### src/rtl/ds3aa_pkg.sv
// Package: shared types for the DS3 alarm consequent-action block.
// Assumes the integration select is a two-bit field whose code 2'b11 means "no wait".
package ds3aa_pkg;

    typedef enum logic [1:0] {
        LOF_WAIT3 = 2'b00,
        LOF_WAIT2 = 2'b01,
        LOF_WAIT1 = 2'b10,
        LOF_NOW   = 2'b11
    } lof_sel_e;

    // Millisecond ticks an integration select needs before LOF is declared.
    function automatic int unsigned ticks_needed(lof_sel_e s);
        case (s)
            LOF_WAIT3: return 3;
            LOF_WAIT2: return 2;
            LOF_WAIT1: return 1;
            default:   return 0;
        endcase
    endfunction

endpackage

### src/rtl/ds3aa_lof_integ.sv
// LOF integrator: counts millisecond ticks while OOF holds. It declares LOF once the
// selected count is reached, or at once for the no-wait select.
// Assumes tick is a single-cycle pulse. The count saturates at its all-ones value.
module ds3aa_lof_integ
    import ds3aa_pkg::*;
#(
    parameter int CNT_W = 2
) (
    input  logic     clk,
    input  logic     rst_n,
    input  logic     tick,
    input  logic     oof,
    input  lof_sel_e sel,
    output logic     lof_next,
    output logic     lof_q
);
    localparam logic [CNT_W-1:0] CNT_MAX = '1;

    logic [CNT_W-1:0] cnt_q;
    logic [CNT_W-1:0] need;

    assign need = CNT_W'(ticks_needed(sel));

    // Tick counter: clears whenever OOF is absent, advances on each tick while OOF holds.
    always_ff @(posedge clk) begin
        if (!rst_n || !oof)
            cnt_q <= '0;
        else if (tick && cnt_q != CNT_MAX)
            cnt_q <= cnt_q + 1'b1;
    end

    // Next LOF: OOF present and either no wait is selected or the count is reached.
    always_comb begin
        lof_next = oof && ((sel == LOF_NOW) || (cnt_q >= need));
    end

    // LOF register.
    always_ff @(posedge clk) begin
        if (!rst_n)
            lof_q <= 1'b0;
        else
            lof_q <= lof_next;
    end
endmodule

### src/rtl/ds3aa_resync_edge.sv
// Resync edge detector: turns a 0-to-1 change of a control level into one
// registered force pulse.
// Assumes the control is synchronous to clk. The history register resets to 1,
// so a level already high at reset release is not treated as an edge.
module ds3aa_resync_edge (
    input  logic clk,
    input  logic rst_n,
    input  logic ctl,
    output logic pulse_q
);
    logic ctl_d;

    // Sample the control each clock and register the rising-edge pulse.
    always_ff @(posedge clk) begin
        if (!rst_n) begin
            ctl_d   <= 1'b1;
            pulse_q <= 1'b0;
        end else begin
            ctl_d   <= ctl;
            pulse_q <= ctl && !ctl_d;
        end
    end
endmodule

### src/rtl/ds3aa_mbit_hist.sv
// M-bit check history: keeps the most recent DEPTH check outcomes. It flags
// out-of-multiframe when every one of them failed. A force input loads all failures.
// Assumes force takes priority over a check that arrives in the same cycle.
module ds3aa_mbit_hist #(
    parameter int DEPTH = 4
) (
    input  logic clk,
    input  logic rst_n,
    input  logic force_fail,
    input  logic chk_valid,
    input  logic chk_fail,
    output logic oomf_q
);
    logic [DEPTH-1:0] hist_q;
    logic [DEPTH-1:0] hist_d;

    // Next history: load all failures on force, otherwise shift in a valid outcome.
    always_comb begin
        hist_d = hist_q;
        if (force_fail)
            hist_d = '1;
        else if (chk_valid)
            hist_d = {hist_q[DEPTH-2:0], chk_fail};
    end

    // History and flag registers.
    always_ff @(posedge clk) begin
        if (!rst_n) begin
            hist_q <= '0;
            oomf_q <= 1'b0;
        end else begin
            hist_q <= hist_d;
            oomf_q <= &hist_d;
        end
    end
endmodule

### src/rtl/ds3_alarm_action.sv
// Top: DS3 receive alarm consequent actions. Builds the downstream AIS request and
// the per-defect-gated RDI request, integrates OOF into LOF, and handles forced
// resynchronization.
// Assumes all inputs are synchronous to clk. All outputs are registered.
module ds3_alarm_action
    import ds3aa_pkg::*;
#(
    parameter int LOF_CNT_W  = 2,
    parameter int MHIST_DEPTH = 4
) (
    input  logic       clk,
    input  logic       rst_n,
    input  logic       tick_1ms,
    input  logic       los_in,
    input  logic       oof_in,
    input  logic       sef_in,
    input  logic       ais_in,
    input  logic       mchk_valid,
    input  logic       mchk_fail,
    input  logic       ais_auto_off,
    input  logic       rdi_lof_en,
    input  logic       rdi_los_off,
    input  logic       rdi_sef_off,
    input  logic       rdi_ais_off,
    input  logic       tx_auto_rdi_en,
    input  logic [1:0] lof_sel,
    input  logic       resync_ctl,
    output logic       ais_req,
    output logic       rdi_req,
    output logic       lof_out,
    output logic       resync_pulse,
    output logic       oomf_out
);
    logic lof_next;
    logic ais_d;
    logic rdi_d;

    ds3aa_lof_integ #(.CNT_W(LOF_CNT_W)) u_lof (
        .clk      (clk),
        .rst_n    (rst_n),
        .tick     (tick_1ms),
        .oof      (oof_in),
        .sel      (lof_sel_e'(lof_sel)),
        .lof_next (lof_next),
        .lof_q    (lof_out)
    );

    ds3aa_resync_edge u_edge (
        .clk     (clk),
        .rst_n   (rst_n),
        .ctl     (resync_ctl),
        .pulse_q (resync_pulse)
    );

    ds3aa_mbit_hist #(.DEPTH(MHIST_DEPTH)) u_hist (
        .clk        (clk),
        .rst_n      (rst_n),
        .force_fail (resync_pulse),
        .chk_valid  (mchk_valid),
        .chk_fail   (mchk_fail),
        .oomf_q     (oomf_out)
    );

    // Request terms: AIS from any signal-level defect; RDI from each gated defect.
    always_comb begin
        ais_d = !ais_auto_off && (los_in || oof_in || ais_in);
        rdi_d = tx_auto_rdi_en &&
                ((rdi_lof_en   && lof_next) ||
                 (!rdi_los_off && los_in)   ||
                 (!rdi_sef_off && sef_in)   ||
                 (!rdi_ais_off && ais_in));
    end

    // Register both requests.
    always_ff @(posedge clk) begin
        if (!rst_n) begin
            ais_req <= 1'b0;
            rdi_req <= 1'b0;
        end else begin
            ais_req <= ais_d;
            rdi_req <= rdi_d;
        end
    end
endmodule

### config.mk
export PLATFORM = sky130hd
export DESIGN_NAME = ds3_alarm_action
export DESIGN_NICKNAME = d
export VERILOG_FILES = /design/src/rtl/ds3aa_pkg.sv /design/src/rtl/ds3aa_lof_integ.sv /design/src/rtl/ds3aa_resync_edge.sv /design/src/rtl/ds3aa_mbit_hist.sv /design/src/rtl/ds3_alarm_action.sv
export SDC_FILE = /design/constraint.sdc
export NUM_CORES = 1
export LEC_CHECK = 0
export BUFFER_PORTS_ARGS = -buffer_cell sky130_fd_sc_hd__buf_2
export CORE_MARGIN = 1
export CORE_UTILIZATION = 30
export DETAILED_ROUTE_END_ITERATION = 8
export PLACE_DENSITY = 0.65
export SETUP_SLACK_MARGIN = 0.15
export SYNTH_ARGS = -nofsm -noshare
export SYNTH_HDL_FRONTEND = slang
export SYNTH_HIERARCHICAL = 1
export SYNTH_SLANG_ARGS = --single-unit
### constraint.sdc
create_clock -name clk -period 4.2 [get_ports clk]
set_clock_uncertainty 0.2 [all_clocks]
set_input_delay 0.42 -clock clk [delete_from_list [all_inputs] [get_ports clk]]
set_output_delay 0.42 -clock clk [all_outputs]
set_load 0.1 [all_outputs]
# Yosys cells after proc, flatten, opt, wreduce, memory -nomap -nowiden
# Cells that the tools add are included.
[word_totals] inputBits=18 word_cells=42 regBits=12 output_inout_bits=5
[op_classes] n_reduce_logical=25 order_cmp=1 addsub=1 n_eq_ne=4 n_mux=3
[op_table] cell="$logic_and 1x1->1" count=9
[op_table] cell="$mux 4" count=2
[op_table] cell="$logic_not 1->1" count=7
[op_table] cell="$logic_or 1x1->1" count=7
[op_table] cell="$pmux 2 s3" count=1
[op_table] cell="$eq 2x2->1 const B" count=2
[op_table] cell="$reduce_and 4->1" count=1
[op_table] cell="$add 2x1->2 const B" count=1
[op_table] cell="$eq 2x1->1 const B" count=1
[op_table] cell="$ge 2x2->1" count=1
[op_table] cell="$logic_not 2->1" count=1
[op_table] cell="$ne 2x2->1 const B" count=1

# Longest topological paths before layout
[depth] word_depth=10 ltp_mapped=7 ltp_nobuf=7

# By module
# Netlist, hierarchy kept.
[by_module_without_submodules] mod="ds3aa_mbit_hist" cells_each=19 area_per_inst_um2=196.4 n_inst=1
[by_module_without_submodules] mod="ds3aa_lof_integ" cells_each=19 area_per_inst_um2=178.9 n_inst=1
[by_module_without_submodules] mod="ds3_alarm_action" cells_each=10 area_per_inst_um2=95.1 n_inst=1
[by_module_without_submodules] mod="ds3aa_resync_edge" cells_each=4 area_per_inst_um2=55.1 n_inst=1

# Worst setup path after synthesis
# Ideal clock, no wire load.
[synth_path] kind="input to register" start="input port lof_sel[0]" end="register rdi_req" setup_time_ns=0.131 path_stages=7 setup_slack_ns=2.555 required_ns=3.869 t_arrival_ns=1.314 cell_sequence="inv_1 > ha_1 > nand2b_1 > a221oi_2 > nor2b_1 > nand2_1 > a41oi_2"
[synth_via] elab_chain_len=10 word_cells_on_any_way=13 classes_between="order compare (1); eq/ne (3); mux (1); reduce/logical (8)"
[synth_lines] item="start: declaration" line_no="ds3_alarm_action.sv:26" text="input logic [1:0] lof_sel,"
[synth_lines] item="$eq 2x2->1 (tied with other cells)" line_no="ds3aa_pkg.sv:14" text="case (s)"
[synth_lines] item="$pmux 2 s3" line_no="ds3aa_pkg.sv:14"
[synth_lines] item="$ge 2x2->1" line_no="ds3aa_lof_integ.sv:34" text="lof_next = oof && ((sel == LOF_NOW) || (cnt_q >= need));"
[synth_lines] item="$logic_or 1x1->1 *" line_no="ds3aa_lof_integ.sv:34"
[synth_lines] item="$logic_and 1x1->1 *" line_no="ds3aa_lof_integ.sv:34"
[synth_lines] item="named net lof_next" line_no="ds3_alarm_action.sv:34" text="logic lof_next;"
[synth_lines] item="$logic_and 1x1->1 *" line_no="ds3_alarm_action.sv:68" text="((rdi_lof_en && lof_next) ||"
[synth_lines] item="$logic_or 1x1->1 *" line_no="ds3_alarm_action.sv:68"
[synth_lines] item="$logic_or 1x1->1 *" line_no="ds3_alarm_action.sv:69" text="(!rdi_los_off && los_in) ||"
[synth_lines] item="$logic_or 1x1->1 *" line_no="ds3_alarm_action.sv:70" text="(!rdi_sef_off && sef_in) ||"
[synth_lines] item="$logic_and 1x1->1 *" line_no="ds3_alarm_action.sv:67" text="rdi_d = tx_auto_rdi_en &&"
[synth_lines] item="end signal: assignment" line_no="ds3_alarm_action.sv:81" text="rdi_req <= rdi_d;"
[synth_lines] item="end: declaration" line_no="ds3_alarm_action.sv:29" text="output logic rdi_req,"
# Mark *: on every way through the listed nets, which the timed path passes. The rest lies on a longest branch.
# A chain may end at the register's enable or synchronous reset.

# Worst setup path in the final report
[layout_path] start="register u_edge.pulse_q" end="output port resync_pulse"
[layout_lines] item="start: declaration" line_no="ds3aa_resync_edge.sv:9" text="output logic pulse_q"
[layout_lines] item="start signal: assignment" line_no="ds3aa_resync_edge.sv:20" text="pulse_q <= ctl && !ctl_d;"
[layout_lines] item="end: declaration" line_no="ds3_alarm_action.sv:31" text="output logic resync_pulse,"
# No word-level cell between the ends.

==> run_results.csv <==
group,metric,value,unit
sta,hold_violations,0,
worst_setup_path,cp_slowest_stage_delay,460,ps
route,drc_errors,0,
sta,setup_viol,0,
cts,postCtsHoldBufs,0,
global_routing,grt_pass1_wl,1.587,mm
route,routed_via_density,4.489,
floorplan,rows,14,
worst_setup_path,crit_type,"register to primary output",
min_path,hp-class,"input pin to register",
cts,cts_resized,0,
pwr,p_sw_frac,0.2699,
pwr,p_switching,0.00006258,W
synth,ys_ff_latch,12,
sta,fin_tns_setup,0,ps
cts,htreeDepth,1,
worst_setup_path,endpoint_kind,"primary output",
synth,avgSynthCellArea,10.11,sq um
floorplan,die_w,43.86,um
synth,yosys.area.top_type,"dfxtp_1",
global_routing,grt_max_degree,10,
cts,cts_root_buffer,"clkbuf_4",
synth,synth_area_leaders,"dfxtp_1 46%, ha_1 7.1%, nand2b_1 7.1%, o21a_1 4.3%, nand2_1 3.6%",
worst_setup_path,crit_slowest_cell,"buf_2",
pwr,vdd_drop_max,0.2765,mV
route,dr.pass1.iters,5,
finish,insertedDiodeCount,0,
global_routing,grt_usage,0.1154,
worst_setup_path,cp.buffers_inverters,1,
sta,min_period,1762,ps
route,wl_per_cell,9.630,um
pwr,power.share.clock,0.287,
pwr,leakagePower,0.3230,nW
cts,cts_tree,"yes",
worst_setup_path,crit_fanout,6,
worst_setup_path,cp.arrival,1140,ps
cts,clk_transition_reported_paths,60,ps
global_routing,grt_pass1_vias,399,
sta,worst_slew_pin_slew,485.4,ps
route,postRouteWirelength,886,um
cts,insertion_delay,260,ps
synth,yosysSeqAreaShare,0.4571,
cts,cts_made_buffers,3,
floorplan,ios,23,
worst_setup_path,cp.required,3580,ps
pwr,powerDensity,343.8,nW/um^2
finish,area_growth,28.33,%
worst_setup_path,startpoint_type,"register",
synth,syn_nets,73,
worst_setup_path,worstPathCellList,"buf_2",
place,place_ws,2358,ps
place,io_buffers,22,
global_routing,antenna_found_initial,0,
finish,drive_gt1_frac,0.3947,
synth,synth_area,525.5,sq um
cts,cts_buffer_depth,2,
place,place.gp.congestion,0.6273,
sta,slew-limit-headroom,0.6787,
floorplan,fp.dieH,43.86,um
floorplan,start_util,0.3333,
flow_run,cap_violations,0,
synth,synthDistinctLibCells,21,
finish,nets,99,
route,drt-initial-drc-count,6,
sta,slew_viol_final,0,
floorplan,die_area,1923,sq um
pwr,comb_power_share,0.188,
route,ant_nets,0,
run_status,status,"finished clean",
sta,final.setup.worst_slack,2438,ps
global_routing,grt.overflow.total,0,
route,via_count,413,
synth,synth_top_area_share,0.4571,
sta,fin_crit_sh,0.4196,
synth,synthCells,52,
cts,cts_setup_buffers,0,
floorplan,fp.coreArea,1577,sq um
synth,yosys_warnings,6,
cts,cts_num_sinks,12,
pwr,p_int,0.0001693,W
pwr,power.share.sequential,0.525,
worst_setup_path,critPathTopFamily,"buffers and inverters",
sta,rsz0062_at_grt,"no",
sta,max_freq,0.5675,GHz
==> cells in the final DEF (no fill, tap or decap) <==
master    instances
buf_2            22
dfxtp_1          12
nand2b_1          6
nand2_1           5
clkbuf_4          3
o21a_1            3
a21oi_1           3
inv_1             3
nor2_1            3
ha_1              3
a21boi_0          2
nor3_1            1
nor3b_1           1
a41oi_2           1
and3b_1           1
mux2_2            1
mux2_4            1
a221oi_2          1
nor2b_1           1
and2b_2           1
mux2i_1           1
xnor2_1           1
==> power groups by stage <==
stage	clock (W)	sequential, W	combinational [W]
floorplan	0	0.000138	0.0000158
global placement	0	0.000124	0.0000430
detailed placement	0	0.000124	0.0000439
CTS	0.0000703	0.000122	0.0000441
global route	0.0000767	0.000123	0.0000471
finish	0.0000666	0.000122	0.0000436
==> metal layers <==
layer	vias to the layer above	GRT usage	part of all wire
met1	171	0.1443	0.49
met5	-	0	0
met2	18	0.1612	0.43
li1	224	-	-
met4	0	0.03636	0
met3	0	0.07500	0.087
==> flip-flops by register name, indices dropped and copies added (netlist names) <==
name / cells
u_hist/hist_q: 4
ais_req: 1
u_lof/lof_q: 1
u_edge/ctl_d: 1
u_edge/pulse_q: 1
u_hist/oomf_q: 1
u_lof/cnt_q: 2
rdi_req: 1
==> cells by family (layout without fill, tap and decap cells) <==
group	after synthesis	after routing	share of synthesized area
buf+inv	4	28	0.02856
xor+xnor	1	1	0.01667
compound gates	10	10	0.1595
simple gates	19	19	0.1976
fa+ha+maj	3	3	0.07144
mux	3	3	0.06904
flops	12	12	0.4571
==> metrics by stage <==
| stage | hold WS (ps) | utilization | instances | instance area (sq um) | total power [W] |
|---|---|---|---|---|---|
| 2_1_floorplan | 263.6 | - | 52 | 525.5 | 0.0001541 |
| 3_3_place_gp | 280.0 | 0.4135 | 89 | 651.9 | 0.0001673 |
| 3_5_place_dp | 299.2 | 0.4135 | 89 | 651.9 | 0.0001681 |
| 4_1_cts | 106.4 | 0.4278 | 92 | 674.4 | 0.0002361 |
| 5_1_grt | 105.6 | 0.4278 | 92 | 674.4 | 0.0002464 |
| 6_report | 113.1 | 0.4278 | 92 | 674.4 | 0.0002318 |
==> worst paths after layout <==
kind	startpoint	depth (start not counted)	to	slack (ps)
max reg2reg	u_lof/cnt_q[0]	7	rdi_req	2550
min reg2reg	u_hist/hist_q[3]	2	u_hist/hist_q[3]	300
max	u_edge/pulse_q	1	resync_pulse	2440
min	ais_auto_off	2	ais_req	110
==> synthesized netlist by cell type <==
master	n
nand2b_1	6
ha_1	3
nor2_1	3
a221oi_2	1
nor3b_1	1
nor3_1	1
a41oi_2	1
mux2_2	1
and3b_1	1
and2b_2	1
mux2_4	1
a21boi_0	2
nand2_1	5
xnor2_1	1
dfxtp_1	12
a21oi_1	3
mux2i_1	1
o21a_1	3
inv_1	3
clkbuf_1	1
nor2b_1	1
==> area by class of cell <==
cell class	count	area, sq um
repair buffers	22	110.1
fillers	156	902.1
well taps	16	20.02
clock buffers	3	22.52
inverters	3	11.26
flip-flops and latches	12	240.2
multi-input cells	36	270.3
(Power assumes the default switching activity.)
